--- src/rtl/vbi_pkg.sv ---
package vbi_pkg;
   typedef enum logic [1:0] {
      REG_ODD_BASE  = 2'd0,
      REG_EVEN_BASE = 2'd1,
      REG_WINDOW    = 2'd2,
      REG_SPARE     = 2'd3
   } vbi_reg_e;

   localparam int unsigned WIN_END_LSB = 16;
endpackage

--- src/rtl/vbi_edge_det.sv ---
module vbi_edge_det #(
   parameter int unsigned N = 2
) (
   input  logic         clk,
   input  logic         rst_n,
   input  logic [N-1:0] sig,
   output logic [N-1:0] rise,
   output logic [N-1:0] fall
);
   logic [N-1:0] prev_q;

   always_ff @(posedge clk) begin
      if (!rst_n) prev_q <= '0;
      else        prev_q <= sig;
   end

   assign rise = sig & ~prev_q;
   assign fall = ~sig & prev_q;
endmodule

--- src/rtl/vbi_line_track.sv ---
module vbi_line_track #(
   parameter int unsigned LINE_W = 12
) (
   input  logic              clk,
   input  logic              rst_n,
   input  logic              hs_rise,
   input  logic              vs_rise,
   input  logic              vs_fall,
   input  logic [LINE_W-1:0] win_start,
   input  logic [LINE_W-1:0] win_end,
   output logic              vbi_active
);
   localparam logic [LINE_W-1:0] CNT_MAX = {LINE_W{1'b1}};

   logic [LINE_W-1:0] cnt_q [2];
   logic [1:0]        restart;

   assign restart = {vs_fall, vs_rise};

   for (genvar g = 0; g < 2; g++) begin : g_cnt
      always_ff @(posedge clk) begin
         if (!rst_n)
            cnt_q[g] <= '0;
         else if (restart[g])
            cnt_q[g] <= '0;
         else if (hs_rise && cnt_q[g] != CNT_MAX)
            cnt_q[g] <= cnt_q[g] + 1'b1;
      end
   end

   assign vbi_active = (cnt_q[0] >= win_start) && (cnt_q[1] < win_end);
endmodule

--- src/rtl/vbi_base_bank.sv ---
module vbi_base_bank #(
   parameter int unsigned ADDR_W     = 32,
   parameter int unsigned ALIGN_BITS = 5
) (
   input  logic              clk,
   input  logic              rst_n,
   input  logic              wr_odd,
   input  logic              wr_even,
   input  logic [ADDR_W-1:0] wr_data,
   input  logic              first_data,
   input  logic              vs_rise,
   input  logic              field_odd,
   output logic [ADDR_W-1:0] odd_base,
   output logic [ADDR_W-1:0] even_base,
   output logic [ADDR_W-1:0] cur_base,
   output logic              update_pending
);
   logic [ADDR_W-1:0] aligned;
   logic [ADDR_W-1:0] pend_odd_q, pend_even_q;
   logic              parity_q;

   if (ALIGN_BITS == 0) begin : g_noalign
      assign aligned = wr_data;
   end else begin : g_align
      assign aligned = {wr_data[ADDR_W-1:ALIGN_BITS], {ALIGN_BITS{1'b0}}};
   end

   always_ff @(posedge clk) begin
      if (!rst_n) begin
         pend_odd_q     <= '0;
         pend_even_q    <= '0;
         odd_base       <= '0;
         even_base      <= '0;
         update_pending <= 1'b0;
         parity_q       <= 1'b0;
      end else begin
         if (first_data) begin
            odd_base  <= pend_odd_q;
            even_base <= pend_even_q;
         end
         if (wr_odd)  pend_odd_q  <= aligned;
         if (wr_even) pend_even_q <= aligned;
         if (wr_odd || wr_even)  update_pending <= 1'b1;
         else if (first_data)    update_pending <= 1'b0;
         if (vs_rise) parity_q <= field_odd;
      end
   end

   assign cur_base = parity_q ? odd_base : even_base;
endmodule

--- src/rtl/vbi_window_ctrl.sv ---
module vbi_window_ctrl
   import vbi_pkg::*;
#(
   parameter int unsigned LINE_W     = 12,
   parameter int unsigned ADDR_W     = 32,
   parameter int unsigned ALIGN_BITS = 5
) (
   input  logic              clk,
   input  logic              rst_n,
   input  logic              wr_en,
   input  logic [1:0]        wr_addr,
   input  logic [ADDR_W-1:0] wr_data,
   input  logic              hsync,
   input  logic              vsync,
   input  logic              field_odd,
   input  logic              first_data,
   output logic              vbi_active,
   output logic [ADDR_W-1:0] odd_base,
   output logic [ADDR_W-1:0] even_base,
   output logic [ADDR_W-1:0] cur_base,
   output logic              update_pending
);
   localparam int unsigned END_MSB = WIN_END_LSB + LINE_W - 1;

   if (LINE_W < 1 || LINE_W > WIN_END_LSB) begin : g_bad_line
      $error("LINE_W must lie in 1..16");
   end
   if (ADDR_W < END_MSB + 1) begin : g_bad_addr
      $error("ADDR_W too narrow for the window field");
   end
   if (ALIGN_BITS >= ADDR_W) begin : g_bad_align
      $error("ALIGN_BITS must be below ADDR_W");
   end

   logic [1:0]        rise, fall;
   logic [LINE_W-1:0] start_q, end_q;
   logic              wr_win, wr_odd, wr_even;

   assign wr_win  = wr_en && (wr_addr == REG_WINDOW);
   assign wr_odd  = wr_en && (wr_addr == REG_ODD_BASE);
   assign wr_even = wr_en && (wr_addr == REG_EVEN_BASE);

   always_ff @(posedge clk) begin
      if (!rst_n) begin
         start_q <= '0;
         end_q   <= '0;
      end else if (wr_win) begin
         start_q <= wr_data[LINE_W-1:0];
         end_q   <= wr_data[END_MSB:WIN_END_LSB];
      end
   end

   vbi_edge_det #(.N(2)) u_edges (
      .clk  (clk),
      .rst_n(rst_n),
      .sig  ({vsync, hsync}),
      .rise (rise),
      .fall (fall)
   );

   vbi_line_track #(.LINE_W(LINE_W)) u_track (
      .clk       (clk),
      .rst_n     (rst_n),
      .hs_rise   (rise[0]),
      .vs_rise   (rise[1]),
      .vs_fall   (fall[1]),
      .win_start (start_q),
      .win_end   (end_q),
      .vbi_active(vbi_active)
   );

   vbi_base_bank #(.ADDR_W(ADDR_W), .ALIGN_BITS(ALIGN_BITS)) u_bank (
      .clk           (clk),
      .rst_n         (rst_n),
      .wr_odd        (wr_odd),
      .wr_even       (wr_even),
      .wr_data       (wr_data),
      .first_data    (first_data),
      .vs_rise       (rise[1]),
      .field_odd     (field_odd),
      .odd_base      (odd_base),
      .even_base     (even_base),
      .cur_base      (cur_base),
      .update_pending(update_pending)
   );
endmodule

--- config.mk ---
export PLATFORM = sky130hd
export DESIGN_NAME = vbi_window_ctrl
export DESIGN_NICKNAME = d
export VERILOG_FILES = /design/src/rtl/vbi_pkg.sv /design/src/rtl/vbi_edge_det.sv /design/src/rtl/vbi_line_track.sv /design/src/rtl/vbi_base_bank.sv /design/src/rtl/vbi_window_ctrl.sv
export SDC_FILE = /design/constraint.sdc
export NUM_CORES = 1
export LEC_CHECK = 0
export ABC_AREA = 1
export BUFFER_PORTS_ARGS = -buffer_cell sky130_fd_sc_hd__buf_2
export CAP_MARGIN = 20
export CORE_MARGIN = 2
export CORE_UTILIZATION = 45
export CTS_BUF_LIST = sky130_fd_sc_hd__clkbuf_8 sky130_fd_sc_hd__clkbuf_16
export DETAILED_ROUTE_END_ITERATION = 6
export PLACE_DENSITY_LB_ADDON = 0.15
export SYNTH_ARGS = -nofsm -noshare
export SYNTH_HDL_FRONTEND = slang
export SYNTH_SLANG_ARGS = --single-unit
--- constraint.sdc ---
create_clock -name clk -period 3.7 [get_ports clk]
set_input_delay 0.37 -clock clk [delete_from_list [all_inputs] [get_ports clk]]
set_output_delay 0.37 -clock clk [all_outputs]
set_load 0.02 [all_outputs]
==> impl_metrics.json, run 1 <==
{
  "syn_to_final_growth_pct": 17.3,
  "hold_class": "input pin to flop",
  "cts_setup_buffers": 0,
  "tightest_slew_ps": 1020,
  "p_int_mw": 3.18,
  "rsz0062_at_grt": "no",
  "post-place-ws_ps": 1710,
  "drc": 0,
  "worstPathArrival_ps": 1980,
  "rr_worst_depth": 6,
  "dpl_cell_area_um2": 7600,
  "dp.final_hpwl_um": 10100,
  "clock-skew-final_ps": 6.63,
  "synth_ff_type": "dfxtp_1",
  "syn_inst": 852,
  "cts_buffers": 17,
  "endpoint_kind": "output port",
  "max_clock_freq_mhz": 425,
  "cap_violations": 0,
  "grt_pass1_wl_um": 24900,
  "criticalPathCategory": "flop to output port",
  "syn_avg_cell_area_um2": 8.23,
  "finalCriticalPeriod_ps": 2350,
  "wl_um": 15600,
  "cts_max_level": 4,
  "grt_antenna_before_repair": 2,
  "grt_pass1_vias": 4874,
  "cts_buffer_depth": 2,
  "io_buffers": 123,
  "ys_ff_latch": 160,
  "fin_setup_tns_ps": 0,
  "root_buffer": "clkbuf_16",
  "start_util_pct": 46.1,
  "clk_latency_ps": 420,
  "switching_power_mw": 1.11,
  "synth_edf_count": 24,
  "whs_ps": 155,
  "clkTransAtPathRegs_ps": 60,
  "vias": 5578,
  "pin_count": 139,
  "first_pass_iters": 5,
  "antenna_left": 0,
  "hold_viol_final": 0,
  "rows": 45,
  "drt_iter0_drc": 450,
  "cts_resized": 0,
  "die_h_um": 129,
  "powerDensity_nw_per_um2": 522,
  "layout_common_cells": "nor2_1, dfxtp_1, o21ai_0, buf_2, a21oi_1",
  "slew_headroom_pct": 31.8,
  "status": "finished, final reports clean",
  "critPathLaunchType": "flop",
  "async_flop_share_pct": 0,
  "grt_max_degree": 123,
  "ys_types": 32,
  "wl_per_cell_um": 13.5,
  "yosys_warnings": 0,
  "vias_per_cell": 4.83,
  "num-fill-cells": 1498,
  "hold_depth": 3,
  "leakage_nw": 3.62,
  "critPathMaxFanout": 4,
  "seq_area_frac_synth_pct": 49.1,
  "synth_area_um2": 7020,
  "cp.required_ps": 3330,
  "drive_gt1_share_pct": 20.7,
  "multiInputGateArea_um2": 2960,
  "gp_congestion": 0.808,
  "setup_viol": 0,
  "seqCellArea_um2": 3440,
  "dieArea_um2": 16600,
  "gr-total-overflow": 0,
  "final_nets": 1017,
  "peakVddDrop_uv": 343,
  "p_seq_share_pct": 45.1,
  "cts_hold_buf": 0,
  "stdcell_area_um2": 8230,
  "design.core.area_um2": 15200,
  "track_usage_pct": 19.3,
  "cts_tree": "built",
  "combPwrFrac_pct": 12.5,
  "finalWorstSetupSlack_ps": 1350,
  "clockPowerShare_pct": 42.4,
  "final_common_cell": "nor2_1",
  "clock-sinks": 160,
  "finalMaxSlewViolations": 0,
  "die_w_um": 129,
  "swShare_pct": 26.0,
  "timing.final.crit_share_pct": 63.5
}
## routing by layer
layer | share of wire, % | vias up | wire [um] | global-route usage (%)
li1 | - | 2961 | - | -
met1 | 50 | 2496 | 7870 | 27.3
met2 | 44 | 110 | 6860 | 28.3
met3 | 4.7 | 11 | 730 | 6.11
met4 | 0.95 | 0 | 148 | 5.63
met5 | 0 | - | 0 | 0
## worst paths after layout
kind / from / slack, ps / endpoint
max: u_track.cnt_q[0][9] / 1350 / vbi_active
min reg2reg: u_bank.pend_even_q[27] / 450 / u_bank.even_base[27]
min: hsync / 150 / u_edges.prev_q[0]
max reg2reg: u_track.cnt_q[0][1] / 1690 / u_track.cnt_q[0][8]
## state kept, by name (all words and copies together), names as in the netlist
signal / flops
u_bank.even_base: 27
u_bank.odd_base: 27
u_bank.pend_even_q: 27
u_bank.pend_odd_q: 27
u_track.cnt_q: 24
end_q: 12
start_q: 12
u_edges.prev_q: 2
u_bank.parity_q: 1
u_bank.update_pending: 1
## worst max-delay path, stage by stage (launching register included)
cell and delay (ps):
edfxtp_1 450, ha_1 330, nand2_1 50, nor2_1 150, nand2_1 70, a21oi_1 110, nor2_1 70, nor2_1 130
buf_2 190
## synth_stat cells (2+ instances only)
library cell  count  area share, %
a21oi_1          89            6.3
buf_2            12           0.86
buf_4            17            1.8
buf_6             5           0.80
clkbuf_1         26            1.4
dfxtp_1         136             39
edfxtp_1         24             10
ha_1             25            4.5
inv_1            82            4.4
inv_2             3           0.16
mux2_2           26            4.2
nand2_1          70            3.7
nand2_2           2           0.18
nand3_1           8           0.57
nand3_2           3           0.43
nand3b_1          2           0.21
nand4_1           3           0.27
nor2_1          154            8.2
nor2_2            6           0.54
nor3_1            4           0.29
o21ai_0         132            9.4
o21ai_1           2           0.14
xnor2_1           6           0.75
xor2_1            7           0.87
## stage by stage
step	power, mW	std cells	util (%)
final	4.29	1154	54.1
after global routing	4.52	1153	54.1
after CTS	4.35	1152	54.1
after detailed placement	2.51	1120	50.0
after global placement	2.51	1120	50.0
after floorplan	2.36	866	-
## power groups by stage
stage	Clock (mW)	Combinational [mW]	Sequential (mW)
after floorplan	0	0.362	2.00
after global placement	0	0.533	1.97
after detailed placement	0	0.538	1.98
after CTS	1.87	0.542	1.94
after global routing	1.95	0.612	1.95
final	1.82	0.536	1.94
## area by class of cell
| cell class | count | area share, % |
|---|---|---|
| diodes | 2 | 0.0608 |
| clock buffers | 20 | 5.67 |
| clock inverters | 12 | 1.89 |
| inverters | 85 | 3.88 |
| multi-input cells | 561 | 36.0 |
| flip-flops and latches | 160 | 41.8 |
| well taps | 188 | 2.86 |
| repair buffers | 126 | 7.78 |
## logic make-up (layout without fill, tap and decap cells)
logic type | Yosys count | in the layout | synth area share, %
other cells | 1 | 17 | 0.0535
xor+xnor | 13 | 13 | 1.62
compound gates | 226 | 226 | 16.2
mux | 26 | 26 | 4.17
fa+ha+maj | 25 | 25 | 4.46
buf+inv | 145 | 243 | 9.42
flops | 160 | 160 | 49.1
simple gates | 256 | 256 | 14.9
Note: power is estimated with default switching activity, not from simulation.
==> inputs of run 2 (changes only) <==
==> constraint.sdc (replaced) <==
create_clock -name clk -period 2.4 [get_ports clk]
set_input_delay 0.24 -clock clk [delete_from_list [all_inputs] [get_ports clk]]
set_output_delay 0.24 -clock clk [all_outputs]
set_load 0.02 [all_outputs]
==> run 2 against run 1 <==
Sequential cell count is the same. Critical path depth is the same. Design area grew 0.62%. Largest power group unchanged. Clock power grew 37%. Critical endpoint unchanged. First-iteration DRC count shrank 39%. Clock skew grew 4.7 ps. Non-clock buffer count grew 10.
==> impl_metrics.json, run 2 (synthesis gave the netlist of run 1 again) <==
{
  "pin_count": 139,
  "cts_buffer_depth": 2,
  "grt_max_degree": 130,
  "drive_gt1_share_pct": 21.6,
  "hold_viol_final": 0,
  "peakVddDrop_uv": 471,
  "dieArea_um2": 16600,
  "clock-sinks": 160,
  "rows": 45,
  "criticalPathCategory": "flop to output port",
  "start_util_pct": 46.1,
  "vias_per_cell": 4.86,
  "cp.required_ps": 2160,
  "io_buffers": 123,
  "die_h_um": 129,
  "endpoint_kind": "output port",
  "fin_util_pct": 54.5,
  "cap_violations": 0,
  "cts_tree": "built",
  "num-fill-cells": 1477,
  "powerDensity_nw_per_um2": 765,
  "wl_um": 15400,
  "status": "finished, final reports clean",
  "design.core.area_um2": 15200,
  "antenna_left": 0,
  "critPathMaxFanout": 4,
  "rr_worst_depth": 6,
  "drc": 0,
  "root_buffer": "clkbuf_16",
  "dp.final_hpwl_um": 10300,
  "drt_iter0_drc": 275,
  "wl_per_cell_um": 13.2,
  "gp_congestion": 0.772,
  "rrSetupSlack_ps": 620,
  "first_pass_iters": 5,
  "worstReg2RegStart": "u_track.cnt_q[0][0]",
  "critPathLaunchType": "flop",
  "syn_to_final_growth_pct": 18.0,
  "max_clock_freq_mhz": 444,
  "slew_headroom_pct": 54.3,
  "clk_latency_ps": 430,
  "finalMaxSlewViolations": 0,
  "grt_pass1_vias": 5113,
  "finalCriticalPeriod_ps": 2250,
  "gr-total-overflow": 0,
  "track_usage_pct": 19.3,
  "cts_max_level": 4,
  "cts_buffers": 17,
  "min_from": "field_odd",
  "grt_pass1_wl_um": 25300,
  "tightest_slew_ps": 684,
  "hold_depth": 3,
  "final_nets": 1027,
  "clock-skew-final_ps": 11.3,
  "grt_antenna_before_repair": 2,
  "leakage_nw": 3.65,
  "clkTransAtPathRegs_ps": 60,
  "layout_common_cells": "nor2_1, dfxtp_1, o21ai_0, buf_2, a21oi_1",
  "worstPathArrival_ps": 2010,
  "die_w_um": 129,
  "hold_class": "input pin to flop",
  "timing.final.crit_share_pct": 93.9,
  "final_common_cell": "nor2_1",
  "vias": 5651,
  "rr_endpoint": "u_track.cnt_q[0][11]",
  "fin_setup_tns_ps": 0,
  "hold_end": "u_bank.parity_q",
  "setup_viol": 0
}
-- run 2: cell types whose count changed in the layout (fill, tap and decap cells not counted), sizes merged --
cell,delta
clkinvlp,+2
clkbuf,+1
buf,+9
inv,-1
bufinv,-3
dlygate4sd3,+1
-- run 2: worst max path at each step --
stage | from | endpoint | slack [ps] | cells past startpoint
floorplan | u_track.cnt_q[0][0] | u_track.cnt_q[0][0] | 670 | 7
global placement | u_track.cnt_q[0][8] | vbi_active | 620 | 8
detailed placement | u_track.cnt_q[0][0] | u_track.cnt_q[0][5] | 620 | 6
CTS | u_track.cnt_q[0][8] | vbi_active | 110 | 8
global route | u_track.cnt_q[0][11] | vbi_active | -40 | 8
finish | u_track.cnt_q[0][10] | vbi_active | 150 | 8
-- run 2: through the flow --
step | area [um^2] | total power, mW | hold WS, ps | cells | setup slack, ps
after detailed placement | 7680 | 3.89 | 441 | 1125 | 617
final | 8280 | 6.34 | 67.4 | 1163 | 147
after global routing | 8280 | 6.67 | 79.4 | 1162 | -38.2
after floorplan | 7070 | 3.64 | 338 | 866 | 672
after CTS | 8240 | 6.39 | 48.3 | 1157 | 111
after global placement | 7680 | 3.88 | 436 | 1125 | 619
-- run 2: area by class of cell --
type                       count  area, um^2  area share [%]
inverter                      85         319            3.85
timing repair buffer         136         758            9.16
clock inverter                10        58.8           0.710
tap                          188         235            2.84
sequential                   160        3440            41.6
antenna                        2        5.00          0.0604
multi-input combinational    561        2970            35.9
clock buffer                  21         492            5.94
-- run 2: routing by layer --
| metal | share of wire, % | GRT usage [%] |
|---|---|---|
| met1 | 51 | 27.6 |
| met2 | 44 | 28.6 |
| met4 | 1.8 | 7.35 |
| met5 | 0 | 0 |
| met3 | 3.5 | 4.20 |
-- run 2: power by group --
part           internal [mW]  switching (mW)  total (mW)
clock network           1.45            1.05        2.50
logic                  0.311           0.544       0.855
registers               2.89          0.0967        2.98
total                   4.65            1.69        6.34
-- run 2: worst max-delay path: stages (launching register included) --
cell and delay [ps]:
edfxtp_1 450, ha_1 310, nand2_1 70, nor2_2 150, nand2_1 70, a21oi_1 180
nor2_2 70, nor2_1 130, buf_4 160
-- run 2: timing repair --
action	in CTS	in global routing
resized for setup	0	3
setup endpoints to repair	0	1
hold buffers	1	0
setup buffers	0	4
hold endpoints to repair	1	0
==> inputs of run 3 (changes only) <==
--- a/config.mk
+++ b/config.mk
@@ -5,7 +5,7 @@
 export SDC_FILE = /design/constraint.sdc
 export NUM_CORES = 1
 export LEC_CHECK = 0
-export ABC_AREA = 1
+export ABC_AREA = 0
 export BUFFER_PORTS_ARGS = -buffer_cell sky130_fd_sc_hd__buf_2
 export CAP_MARGIN = 20
 export CORE_MARGIN = 2
==> run 3 against run 2 <==
The flow now finishes with violations (setup timing). Register-to-register slack worse by 120 ps. Sequential power shrank 3%. Fmax fell by 6.7%. Largest power group unchanged. Combinational power decreased by 27%. Final cell count is 2.5% lower. Die area rose by 3.7%. Design area grew 7.8%. Setup slack got worse by 160 ps. Synthesized area rose by 3.8%.
==> impl_metrics.json, run 3 <==
{
  "status": "finished with violations",
  "violations": "setup timing",
  "rr_worst_depth": 6,
  "grt_pass1_wl_um": 27200,
  "synth_top_cell_area_share_pct": 37.4,
  "async_flop_share_pct": 0,
  "die_h_um": 131,
  "clock-skew-final_ps": 7.57,
  "layout_common_cells": "nand2_1, dfxtp_1, buf_2, a21boi_0, nor2b_1",
  "wl_um": 16800,
  "rows": 46,
  "cts_buffers": 17,
  "rr_endpoint": "u_track.cnt_q[1][11]",
  "final_nets": 971,
  "leakage_nw": 3.76,
  "final_common_cell": "nand2_1",
  "dieArea_um2": 17200,
  "min_from": "wr_data[0]",
  "post-place-ws_ps": 281,
  "drc": 0,
  "synth_area_um2": 7280,
  "clock-sinks": 160,
  "max_clock_freq_mhz": 414,
  "syn_to_final_growth_pct": 22.6,
  "seq_area_frac_synth_pct": 47.3,
  "yosys-top-cells-count": "nand2_1, dfxtp_1, a21boi_0",
  "whs_ps": 70.4,
  "synth_ff_type": "dfxtp_1",
  "cts_max_level": 4,
  "ys_types": 40,
  "setup_viol": 1,
  "drt_iter0_drc": 282,
  "yosys.area.top_type": "dfxtp_1",
  "rsz0062_at_grt": "yes",
  "tightest_slew_ps": 655,
  "io_buffers": 123,
  "ys_ff_latch": 160,
  "yosysMostFrequentCell": "nand2_1",
  "track_usage_pct": 19.5,
  "powerDensity_nw_per_um2": 715,
  "stdcell_area_um2": 8930,
  "endpoint_kind": "output port",
  "cp.required_ps": 2160,
  "num-fill-cells": 1396,
  "dpl_cell_area_um2": 8050,
  "criticalPathCategory": "flop to output port",
  "worstReg2RegStart": "u_track.cnt_q[1][1]",
  "multiInputGateArea_um2": 3560,
  "placed_cells": 1081,
  "clkTransAtPathRegs_ps": 60,
  "drive_gt1_share_pct": 25.4,
  "syn_inst": 772,
  "synth_area_leaders": "dfxtp_1, edfxtp_1, nand2_1",
  "antenna_left": 0,
  "critPathMaxFanout": 3,
  "gp_congestion": 0.807,
  "pin_count": 139,
  "timing.final.crit_share_pct": 101,
  "start_util_pct": 46.0,
  "worstPathArrival_ps": 2170,
  "power.total_mw": 6.38,
  "design.core.area_um2": 15800,
  "grt_pass1_vias": 5536,
  "first_pass_iters": 4,
  "finalWorstSetupSlack_ps": -13.8,
  "dp.final_hpwl_um": 11300,
  "seqCellArea_um2": 3440,
  "clk_latency_ps": 430,
  "grt_antenna_before_repair": 0,
  "cts_tree": "built",
  "grt_max_degree": 83,
  "vias_per_cell": 4.96,
  "critPathLaunchType": "flop",
  "syn_avg_cell_area_um2": 9.43,
  "stdcell_count": 1134,
  "hold_class": "input pin to flop",
  "hold_depth": 3,
  "hold_viol_final": 0,
  "fin_util_pct": 56.4,
  "cts_buffer_depth": 2,
  "slew_headroom_pct": 56.4,
  "hold_end": "start_q[0]",
  "finalMaxSlewViolations": 0,
  "antenna_cells": 0,
  "peakVddDrop_uv": 504,
  "cts_hold_buf": 0,
  "synth_edf_count": 24,
  "die_w_um": 131,
  "rrSetupSlack_ps": 500,
  "cap_violations": 0,
  "wl_per_cell_um": 14.8,
  "finalCriticalPeriod_ps": 2410,
  "yosys_warnings": 0,
  "root_buffer": "clkbuf_16",
  "fin_setup_tns_ps": -13.8,
  "vias": 5623,
  "gr-total-overflow": 0
}
[run 3: changes by cell type after synthesis, moves of 6 or more]
cell	change
nor2_1	-121
a21oi_1	-79
inv_1	-50
o21ai_0	-124
nand4_1	+7
nand2_1	+97
mux2i_1	+55
a21boi_0	+79
nor2b_1	+58
xor2_1	+6
nor2_2	-6
[run 3: logic make-up (layout without fill, tap and decap cells)]
logic type	count (synthesis)	after routing	share of synthesized area, %
buffers and inverters	88	220	5.65
other	1	15	0.0515
XOR/XNOR	18	18	2.17
flip-flops	160	160	47.3
AND/OR/NAND/NOR	294	294	18.6
multiplexers	82	82	11.7
AO/OA/AOI/OAI	104	104	10.2
adder cells (fa/ha/maj)	25	25	4.30
[run 3: report_power, final]
group	internal (mW)	total [mW]	switching, mW	leakage (nW)
clock	1.78	2.87	1.09	0.319
combinational	0.269	0.628	0.359	2.07
sequential	2.81	2.88	0.0648	1.37
total	4.86	6.38	1.52	3.76
[run 3: cell type report]
type	instances	share of cell area, %
repair buffers	156	9.98
well taps	216	3.03
clock buffers	23	5.94
clock inverters	9	1.28
flip-flops and latches	160	38.6
multi-input cells	538	39.9
inverters	32	1.35
[run 3: repair_timing]
action / 4_1_cts / 5_1_grt
gates resized for setup: 4 / 9
endpoints found under the hold margin: 0 / 0
pin swaps: 1 / 7
setup endpoints to repair: 1 / 1
setup buffers: 6 / 15
[run 3: worst max path at each step]
stage                               from                  end  slack (ps)  depth (start not counted)
finish              u_track.cnt_q[0][11]           vbi_active         -10                          7
floorplan            u_track.cnt_q[0][2]  u_track.cnt_q[0][0]         400                          4
CTS                 u_track.cnt_q[0][10]           vbi_active         0.7                          6
global placement     u_track.cnt_q[1][7]           vbi_active         310                          7
detailed placement   u_track.cnt_q[1][9]           vbi_active         280                          7
global route        u_track.cnt_q[0][11]           vbi_active        -130                          7
[run 3: worst max-delay path, cell delays in order, from the launching register on]
cell,delay (ps)
edfxtp_1,440
ha_4,290
nand4_1,170
buf_4,190
nor2_1,140
nor3_2,70
a311oi_2,250
buf_4,200
[run 3: layer usage]
layer	track usage, %	share of wire, %	up-vias
li1	-	-	2808
met1	23.7	44	2654
met2	33.8	49	137
met3	4.24	5.0	24
met4	7.31	1.6	0
met5	0	0	-
